--- src/rtl/feac_pkg.sv ---
package feac_pkg;
  localparam int unsigned CODE_W = 6;
  localparam int unsigned ADDR_W = 8;
  localparam int unsigned DATA_W = 8;

  localparam logic [ADDR_W-1:0] ADDR_CODE = 8'h16;
  localparam logic [ADDR_W-1:0] ADDR_STAT = 8'h17;

  // status register bit positions (software decodes these)
  localparam int unsigned BIT_VAL_ST = 0;
  localparam int unsigned BIT_VAL_EN = 1;
  localparam int unsigned BIT_REM_ST = 2;
  localparam int unsigned BIT_REM_EN = 3;
  localparam int unsigned BIT_VALID  = 4;

  typedef struct packed {
    logic validated;
    logic removed;
  } feac_evt_t;
endpackage

--- src/rtl/feac_mismatch_window.sv ---
module feac_mismatch_window #(
  parameter int unsigned WIN_LEN = 10,
  parameter int unsigned THRESH  = 3
) (
  input  logic clk_i,
  input  logic rst_ni,
  input  logic clear_i,
  input  logic shift_i,
  input  logic miss_i,
  output logic remove_o
);
  localparam int unsigned CNT_W = $clog2(WIN_LEN + 1);

  logic [WIN_LEN-1:0] win_q, win_next;
  logic [CNT_W-1:0]   psum [WIN_LEN+1];

  generate
    if (WIN_LEN == 1) begin : g_single
      assign win_next = miss_i;
    end else begin : g_multi
      assign win_next = {win_q[WIN_LEN-2:0], miss_i};
    end
  endgenerate

  assign psum[0] = '0;
  for (genvar i = 0; i < WIN_LEN; i++) begin : g_pop
    assign psum[i+1] = psum[i] + CNT_W'(win_next[i]);
  end

  assign remove_o = shift_i && (psum[WIN_LEN] >= CNT_W'(THRESH));

  always_ff @(posedge clk_i or negedge rst_ni) begin
    if (!rst_ni)                  win_q <= '0;
    else if (clear_i || remove_o) win_q <= '0;
    else if (shift_i)             win_q <= win_next;
  end
endmodule

--- src/rtl/feac_qualifier.sv ---
module feac_qualifier
  import feac_pkg::*;
#(
  parameter int unsigned RUN_LEN = 10,
  parameter int unsigned WIN_LEN = 10,
  parameter int unsigned THRESH  = 3
) (
  input  logic              clk_i,
  input  logic              rst_ni,
  input  logic              cw_valid_i,
  input  logic [CODE_W-1:0] cw_code_i,
  output logic              code_valid_o,
  output logic [CODE_W-1:0] code_o,
  output feac_evt_t         evt_o
);
  localparam int unsigned CNT_W = $clog2(RUN_LEN + 1);

  logic              valid_q;
  logic [CODE_W-1:0] code_q, cand_q;
  logic [CNT_W-1:0]  run_q, run_next;
  logic              same, val_evt, rem_evt, miss;

  assign same     = (run_q != '0) && (cw_code_i == cand_q);
  assign run_next = same ? run_q + 1'b1 : CNT_W'(1);
  assign val_evt  = cw_valid_i && !valid_q && (run_next == CNT_W'(RUN_LEN));
  assign miss     = (cw_code_i != code_q);

  feac_mismatch_window #(
    .WIN_LEN(WIN_LEN),
    .THRESH (THRESH)
  ) u_win (
    .clk_i   (clk_i),
    .rst_ni  (rst_ni),
    .clear_i (val_evt),
    .shift_i (cw_valid_i && valid_q),
    .miss_i  (miss),
    .remove_o(rem_evt)
  );

  always_ff @(posedge clk_i or negedge rst_ni) begin
    if (!rst_ni) begin
      valid_q <= 1'b0;
      code_q  <= '0;
      cand_q  <= '0;
      run_q   <= '0;
    end else if (val_evt) begin
      valid_q <= 1'b1;
      code_q  <= cw_code_i;
      run_q   <= '0;
    end else if (rem_evt) begin
      valid_q <= 1'b0;
      code_q  <= '0;
      run_q   <= '0;
    end else if (cw_valid_i && !valid_q) begin
      cand_q <= cw_code_i;
      run_q  <= run_next;
    end
  end

  assign code_valid_o    = valid_q;
  assign code_o          = code_q;
  assign evt_o.validated = val_evt;
  assign evt_o.removed   = rem_evt;
endmodule

--- src/rtl/feac_regs.sv ---
module feac_regs
  import feac_pkg::*;
(
  input  logic              clk_i,
  input  logic              rst_ni,
  input  logic              bus_en_i,
  input  logic              bus_we_i,
  input  logic [ADDR_W-1:0] bus_addr_i,
  input  logic [DATA_W-1:0] bus_wdata_i,
  input  logic              code_valid_i,
  input  logic [CODE_W-1:0] code_i,
  input  feac_evt_t         evt_i,
  output logic [DATA_W-1:0] bus_rdata_o,
  output logic              irq_o,
  output logic              val_st_o,
  output logic              rem_st_o
);
  logic rd, wr, hit_code, hit_stat;
  logic val_en_q, rem_en_q, val_st_q, rem_st_q;
  logic [DATA_W-1:0] code_word, stat_word, rdata_q;

  assign rd       = bus_en_i && !bus_we_i;
  assign wr       = bus_en_i && bus_we_i;
  assign hit_code = (bus_addr_i == ADDR_CODE);
  assign hit_stat = (bus_addr_i == ADDR_STAT);

  assign code_word = DATA_W'(code_i) << 1;

  always_comb begin
    stat_word             = '0;
    stat_word[BIT_VAL_ST] = val_st_q;
    stat_word[BIT_VAL_EN] = val_en_q;
    stat_word[BIT_REM_ST] = rem_st_q;
    stat_word[BIT_REM_EN] = rem_en_q;
    stat_word[BIT_VALID]  = code_valid_i;
  end

  always_ff @(posedge clk_i or negedge rst_ni) begin
    if (!rst_ni) begin
      val_en_q <= 1'b0;
      rem_en_q <= 1'b0;
      val_st_q <= 1'b0;
      rem_st_q <= 1'b0;
      rdata_q  <= '0;
    end else begin
      // a new event wins over the clear-on-read
      val_st_q <= evt_i.validated || (val_st_q && !(rd && hit_stat));
      rem_st_q <= evt_i.removed   || (rem_st_q && !(rd && hit_stat));
      if (wr && hit_stat) begin
        val_en_q <= bus_wdata_i[BIT_VAL_EN];
        rem_en_q <= bus_wdata_i[BIT_REM_EN];
      end
      if (rd && hit_code)      rdata_q <= code_word;
      else if (rd && hit_stat) rdata_q <= stat_word;
      else                     rdata_q <= '0;
    end
  end

  assign bus_rdata_o = rdata_q;
  assign irq_o       = (val_st_q && val_en_q) || (rem_st_q && rem_en_q);
  assign val_st_o    = val_st_q;
  assign rem_st_o    = rem_st_q;
endmodule

--- src/rtl/feac_rx_validator.sv ---
module feac_rx_validator
  import feac_pkg::*;
#(
  parameter int unsigned RUN_LEN = 10,
  parameter int unsigned WIN_LEN = 10,
  parameter int unsigned THRESH  = 3
) (
  input  logic              clk_i,
  input  logic              rst_ni,
  input  logic              cw_valid_i,
  input  logic [CODE_W-1:0] cw_code_i,
  input  logic              bus_en_i,
  input  logic              bus_we_i,
  input  logic [ADDR_W-1:0] bus_addr_i,
  input  logic [DATA_W-1:0] bus_wdata_i,
  output logic [DATA_W-1:0] bus_rdata_o,
  output logic              irq_o
);
  logic              code_valid;
  logic [CODE_W-1:0] code;
  feac_evt_t         evt;
  logic              val_st, rem_st;

  feac_qualifier #(
    .RUN_LEN(RUN_LEN),
    .WIN_LEN(WIN_LEN),
    .THRESH (THRESH)
  ) u_qual (
    .clk_i       (clk_i),
    .rst_ni      (rst_ni),
    .cw_valid_i  (cw_valid_i),
    .cw_code_i   (cw_code_i),
    .code_valid_o(code_valid),
    .code_o      (code),
    .evt_o       (evt)
  );

  feac_regs u_regs (
    .clk_i       (clk_i),
    .rst_ni      (rst_ni),
    .bus_en_i    (bus_en_i),
    .bus_we_i    (bus_we_i),
    .bus_addr_i  (bus_addr_i),
    .bus_wdata_i (bus_wdata_i),
    .code_valid_i(code_valid),
    .code_i      (code),
    .evt_i       (evt),
    .bus_rdata_o (bus_rdata_o),
    .irq_o       (irq_o),
    .val_st_o    (val_st),
    .rem_st_o    (rem_st)
  );
endmodule

--- config.mk ---
export PLATFORM = sky130hd
export DESIGN_NAME = feac_rx_validator
export DESIGN_NICKNAME = d
export VERILOG_FILES = /design/src/rtl/feac_pkg.sv /design/src/rtl/feac_mismatch_window.sv /design/src/rtl/feac_qualifier.sv /design/src/rtl/feac_regs.sv /design/src/rtl/feac_rx_validator.sv
export SDC_FILE = /design/constraint.sdc
export NUM_CORES = 1
export LEC_CHECK = 0
export BUFFER_PORTS_ARGS = -buffer_cell sky130_fd_sc_hd__buf_2
export CAP_MARGIN = 10
export CORE_UTILIZATION = 55
export CTS_CLUSTER_DIAMETER = 40
export DETAILED_ROUTE_END_ITERATION = 12
export PLACE_DENSITY = 0.84
export SKIP_LAST_GASP = 1
export SLEW_MARGIN = 20
export SYNTH_ARGS = -nofsm -noshare
export SYNTH_HDL_FRONTEND = slang
export SYNTH_SLANG_ARGS = --single-unit
--- constraint.sdc ---
create_clock -name clk_i -period 4.3 [get_ports clk_i]
set_clock_uncertainty 0.05 [all_clocks]
set_input_delay 0.86 -clock clk_i [delete_from_list [all_inputs] [get_ports clk_i]]
set_output_delay 0.86 -clock clk_i [all_outputs]
set_load 0.02 [all_outputs]
; Word-level counts from Yosys, hierarchy flattened
; Cells that the tools add are included.
[classes]
n_addsub = 10
order_cmp = 1
n_eq_ne = 5
muxes = 12
bitwise = 2
n_reduce_logical = 26
[ops]
columns = operator, count
row1 = $add A4 B1 Y4, 6
row2 = $mux W9, 2
row3 = $eq A8 B5 Y1 const B, 2
row4 = $mux W4, 4
row5 = $logic_and A1 B1 Y1, 14
row6 = $mux W6, 2
row7 = $mux W8, 1
row8 = $eq A6 B6 Y1, 1
row9 = $ne A6 B6 Y1, 1
row10 = $mux W5, 1
row11 = $add A3 B1 Y4, 1
row12 = $add A4 B1 Y4 const B, 1
row13 = $eq A4 B4 Y1 const B, 1
row14 = $ge A4 B2 Y1 const B, 1
row15 = $logic_or A1 B1 Y1, 4
row16 = $reduce_bool A2 Y1, 2
row17 = $reduce_bool A4 Y1, 1
row18 = $add A2 B1 Y3, 1
row19 = $logic_not A1 Y1, 3
row20 = $reduce_and A3 Y1, 1
row21 = $reduce_bool A3 Y1, 1
row22 = $add A1 B1 Y2, 1
row23 = $mux W1, 2
row24 = $not A1 Y1, 2
[totals]
regBits = 38

; Longest topological paths before layout
[logic_depth]
ltp_word = 14
mapped_depth = 14
mapped_depth_nobuf = 14

; Modules after synthesis
; A second synthesis with hierarchy kept.
[hier_totals]
cells_unflattened = 198
area_unflattened_um2 = 2259.7
[by_module_without_submodules]
columns = mod, instances, cells_per_inst, area_per_inst_um2, seq_area_each_um2
row1 = feac_qualifier, 1, 93, 1073.5, 425.4
row2 = feac_mismatch_window, 1, 66, 696.9, 225.2
row3 = feac_regs, 1, 39, 489.2, 275.3

; Least setup slack after synthesis
; OpenSTA, ideal clock, no wires.
[synth_timing]
kind = input port to flip-flop
start = input port cw_code_i[0]
end = register u_qual.u_win.win_q[0]
arrival_ns = 4.288
path_slack_ns = -0.139
path_stages = 14
path_cell_list = xnor2_1 -> nand4_1 -> nor3_1 -> fa_1 -> fa_1 -> fa_1 -> inv_1 -> ha_1 -> fa_1 -> nand2_1 -> o21ai_0 -> o21bai_2 -> clkinv_1 -> o32ai_1
[synth_between]
elab_chain_len = 14
elab_cells_between_ends = 21
classes_between = add/sub: 9 / order compare: 1 / eq/ne: 3 / mux: 3 / reduce/logical: 5
[synth_rtl]
columns = item, line
row1 = from (decl), feac_rx_validator.sv:11  ; input logic [CODE_W-1:0] cw_code_i,
row2 = $ne A6 B6 Y1, feac_qualifier.sv:26  ; assign miss = (cw_code_i != code_q);
row3 = $add A1 B1 Y2, feac_mismatch_window.sv:27  ; assign psum[i+1] = psum[i] + CNT_W'(win_next[i]);
row4 = $add A2 B1 Y3, feac_mismatch_window.sv:27
row5 = $add A3 B1 Y4, feac_mismatch_window.sv:27
row6 = $add A4 B1 Y4 (6 in series), feac_mismatch_window.sv:27
row7 = $ge A4 B2 Y1, feac_mismatch_window.sv:30  ; assign remove_o = shift_i && (psum[WIN_LEN] >= CNT_W'(THRESH));
row8 = $logic_and A1 B1 Y1, feac_mismatch_window.sv:30
row9 = $logic_or A1 B1 Y1, feac_mismatch_window.sv:34  ; else if (clear_i || remove_o) win_q <= '0;
row10 = $mux W9 / $reduce_bool A2 Y1 (equally long branches), n/a
row11 = to (signal assigned), feac_mismatch_window.sv:35  ; else if (shift_i) win_q <= win_next;
row12 = to (decl), feac_mismatch_window.sv:14  ; logic [WIN_LEN-1:0] win_q, win_next;
; Parallel ways exist; a longest one is shown, timed or not. The select of a mux whose other input is x is not followed.
; A chain may end at the register's enable or synchronous reset.

; Worst setup path after layout
[layout_timing]
start = input port cw_code_i[4]
end = register u_qual.run_q[2]
[layout_between]
elab_chain_len = 14
elab_cells_between_ends = 21
classes_between = add/sub: 9 / order compare: 1 / eq/ne: 3 / mux: 4 / reduce/logical: 4
[layout_rtl]
columns = item, line
row1 = $ne A6 B6 Y1, feac_qualifier.sv:26
row2 = $add A1 B1 Y2, feac_mismatch_window.sv:27
row3 = $add A2 B1 Y3, feac_mismatch_window.sv:27
row4 = $add A3 B1 Y4, feac_mismatch_window.sv:27
row5 = $add A4 B1 Y4 (6 in series), feac_mismatch_window.sv:27
row6 = $ge A4 B2 Y1, feac_mismatch_window.sv:30
row7 = $logic_and A1 B1 Y1, feac_mismatch_window.sv:30
row8 = $mux W4, feac_qualifier.sv:50  ; end else if (rem_evt) begin
row9 = $mux W4, feac_qualifier.sv:46  ; end else if (val_evt) begin
row10 = to (signal assigned), feac_qualifier.sv:56  ; run_q <= run_next;
row11 = to (decl), feac_qualifier.sv:20  ; logic [CNT_W-1:0] run_q, run_next;
; Parallel ways exist; a longest one is shown, timed or not. The select of a mux whose other input is x is not followed.

==> impl_metrics.yaml <==
cells_and_area:
  final_core_util: 0.732
  final_cells: 272
  final_layout_size_suffix_gt1_frac: 0.345
  area_delta_synth_final_pct: 25.3
  multiInputGateArea_um2: 1060
  fillCellCount: 229
  n_antenna_cell: 0
  fin_nets: 262
  ff_latch_area_um2: 926
min_path:
  hold_end: "u_regs.bus_rdata_o[1]$_DFF_PN0_"
  min_path_type: "flop to flop"
  holdPathStages: 1
  hp-start: "u_regs.val_en_q$_DFFE_PN0P_"
sta:
  worst_slew_pin_slew_ps: 839
  period_minus_slack_ps: 4360
  rsz0062_at_grt: "yes"
  max_freq_mhz: 229
  finalHoldViolCount: 0
  timing.slew.headroom: 0.441
  setup_viol: 1
  fin_setup_tns_ps: -60.5
  slew_viol_final: 0
  period_share: 1.01
  setup_slack_ps: -60.5
setup_path:
  start_kind: "primary input"
  required_ps: 4460
  path_max_fanout: 5
  path_common_cell: "fa_1"
  cp.arrival_ps: 4520
  crit_type: "primary input to flop"
  worst_r2r_endpoint: "u_qual.run_q[2]$_DFFE_PN0P_"
  reg2reg_depth: 15
  end_kind: "flop"
  rr_startpoint: "u_qual.code_o[4]$_DFFE_PN0P_"
  slowest_delay_ps: 530
  path_cells: "buf_2, xnor2_2, nand4_1, nor3_4, fa_1, fa_1, fa_1, inv_2, ha_4, fa_2, nand2_2, o21ai_4, o31ai_2, buf_4, a32oi_1, o21ai_0"
  cpMaxStageDelayCell: "fa_1"
  r2r_slack_ps: 90
grt:
  grt_antenna_before_repair: 0
  overflow: 0
  grt_usage: 0.211
  grt_pass1_wl_um: 6440
  grt_pass1_vias: 1460
  grt_start_max_net_pins: 38
floorplanning:
  die_area_um2: 3870
  rows: 21
  die_w_um: 62.2
  start_util: 0.584
  pin_count: 36
  core-area_um2: 3420
  die_h_um: 62.2
route:
  route.detailed.wl_per_inst_um: 15.3
  drtIter0Drc: 76
  viasPerCell: 5.47
  finalWirelength_um: 4150
  drt_first_pass_iters: 4
  drc: 0
  vias: 1487
  antenna_left: 0
placed_design:
  gp_congestion: 0.803
  place_inst: 260
  dp.final_hpwl_um: 2690
  io_buffer_count: 28
synthesis:
  synth.top_cells.by_area: "dfrtp_1, fa_1, nand2_1"
  synth-edff-count: 0
  synth_nets: 220
  synth_cell_types: 38
  synth_top_area_frac: 0.464
  yosysSeqAreaShare: 0.464
  synth.avg_cell_area_um2: 10.9
  yosys.area.top_type: "dfrtp_1"
  synth_ff_type: "dfrtp_1"
  synthCells: 183
  syn_area_um2: 2000
  yosysWarnings: 0
  ys_ff_latch: 37
  ys_async_sr_fraction: 1.00
status:
  failed_checks: "setup timing"
  outcome: "complete, but fails checks"
power:
  ir_worst_vdd_mv: 0.283
  power_density_nw_per_um2: 605
  p_leak_nw: 1.22
clock_tree:
  clkLatencyLatePin_ps: 330
  clockBufferDepth: 2
  clock-sinks: 37
  htreeDepth: 2
  path_clk_slew_ps: 120
  cts-root-buf: "clkbuf_4"
  cts_tree: "built"
  cts-buffers-inserted: 5
flow_run:
  maxCapViolations: 0
==> kinds of logic (layout without fill, tap and decap cells) <==
logic type               count (synthesis)  after routing  synth area share
AND/OR/NAND/NOR                         49             49             0.134
flip-flops                              37             37             0.464
buffers and inverters                   31             74            0.0677
AO/OA/AOI/OAI                           27             27             0.111
XOR/XNOR                                14             14            0.0614
multiplexers                            14             14            0.0752
adder cells (fa/ha/maj)                 10             10            0.0853
other                                    1              1           0.00188
==> cells in the mapped netlist, types with 4 or more instances <==
cell / count
dfrtp_1: 37
nand2_1: 26
inv_1: 25
mux2_2: 8
o32ai_1: 8
xor2_1: 8
a22o_1: 6
fa_1: 6
mux2i_1: 6
xnor2_1: 6
ha_1: 4
o21ai_0: 4
==> state kept, by name, summed over array words and instances, names as in the netlist <==
register / count
u_qual.cand_q: 6
u_qual.code_o: 6
u_qual.code_valid_o: 1
u_qual.run_q: 4
u_qual.u_win.win_q: 9
u_regs.bus_rdata_o: 7
u_regs.rem_en_q: 1
u_regs.rem_st_o: 1
u_regs.val_en_q: 1
u_regs.val_st_o: 1
==> worst max-delay path: cells and delay by family <==
family / cells / cell delay (ps)
fa+ha+maj: 5 / 2150
simple gates: 3 / 520
compound gates: 4 / 510
buf+inv: 3 / 330
xor+xnor: 1 / 150
==> placed cells by master, fill, tap and decap left out, types with 2 or more instances in the layout <==
cell       Yosys  layout
dfrtp_1       37      37
buf_2          0      26
nand2_1       26      24
inv_1         25      24
buf_4          1      10
xor2_1         8       8
mux2_2         8       8
o32ai_1        8       7
a22o_1         6       6
mux2i_1        6       6
fa_1           6       5
clkbuf_4       0       5
xnor2_2        0       4
and2_1         3       3
nor2_1         3       3
ha_1           4       3
buf_6          2       3
nor4bb_1       2       2
nand4_1        2       2
xnor2_1        6       2
o22ai_1        3       2
nand2_2        0       2
o21ai_4        1       2
o21ai_0        4       2
bufinv_16      0       2
==> area by class of cell <==
| cell class | count | share of cell area |
|---|---|---|
| clock buffers | 5 | 0.0150 |
| multi-input cells | 115 | 0.424 |
| flip-flops and latches | 37 | 0.370 |
| well taps | 46 | 0.0230 |
| repair buffers | 40 | 0.102 |
| inverters | 26 | 0.0400 |
| clock inverters | 3 | 0.0260 |
==> power by group <==
part	total, W	leakage (nW)	switching, W	internal [W]
clock	0.000297	0.0552	0.000117	0.000180
combinational	0.000768	0.684	0.000422	0.000346
sequential	0.000449	0.482	0.0000448	0.000404
==> worst max-delay path by stage <==
stage,from,end,slack [ps]
final,cw_code_i[4],u_qual.run_q[2]$_DFFE_PN0P_,-60
after global routing,cw_code_i[4],u_qual.run_q[2]$_DFFE_PN0P_,-150
after CTS,cw_code_i[3],u_qual.u_win.win_q[5]$_DFFE_PN0P_,50
after detailed placement,cw_code_i[3],u_qual.u_win.win_q[5]$_DFFE_PN0P_,-280
after global placement,cw_code_i[3],u_qual.u_win.win_q[0]$_DFFE_PN0P_,-220
after floorplan,cw_code_i[0],u_qual.u_win.win_q[0]$_DFFE_PN0P_,30
==> through the flow <==
step                      total power, W  worst slack [ps]  cell area (um2)  hold slack, ps
after floorplan                 0.000849              30.9             2000             434
after global placement          0.000961              -215             2220             454
after detailed placement        0.000988              -279             2220             457
after CTS                        0.00128              49.5             2320             483
after global routing             0.00165              -147             2500             506
final                            0.00151             -60.5             2500             488
==> what timing repair did <==
item | 4_1_cts | 5_1_grt
hold buffers | 0 | 0
endpoints found under the setup margin | 0 | 21
resized for setup | 0 | 32
buffers inserted | 0 | 4
==> metal layers <==
metal,up-vias,part of all wire,global-route usage
met1,748,0.43,0.261
li1,704,-,-
met3,8,0.021,0.0386
met4,0,0.019,0.0610
met2,27,0.53,0.375
met5,-,0,0
Note: power is estimated with default switching activity, not from simulation.
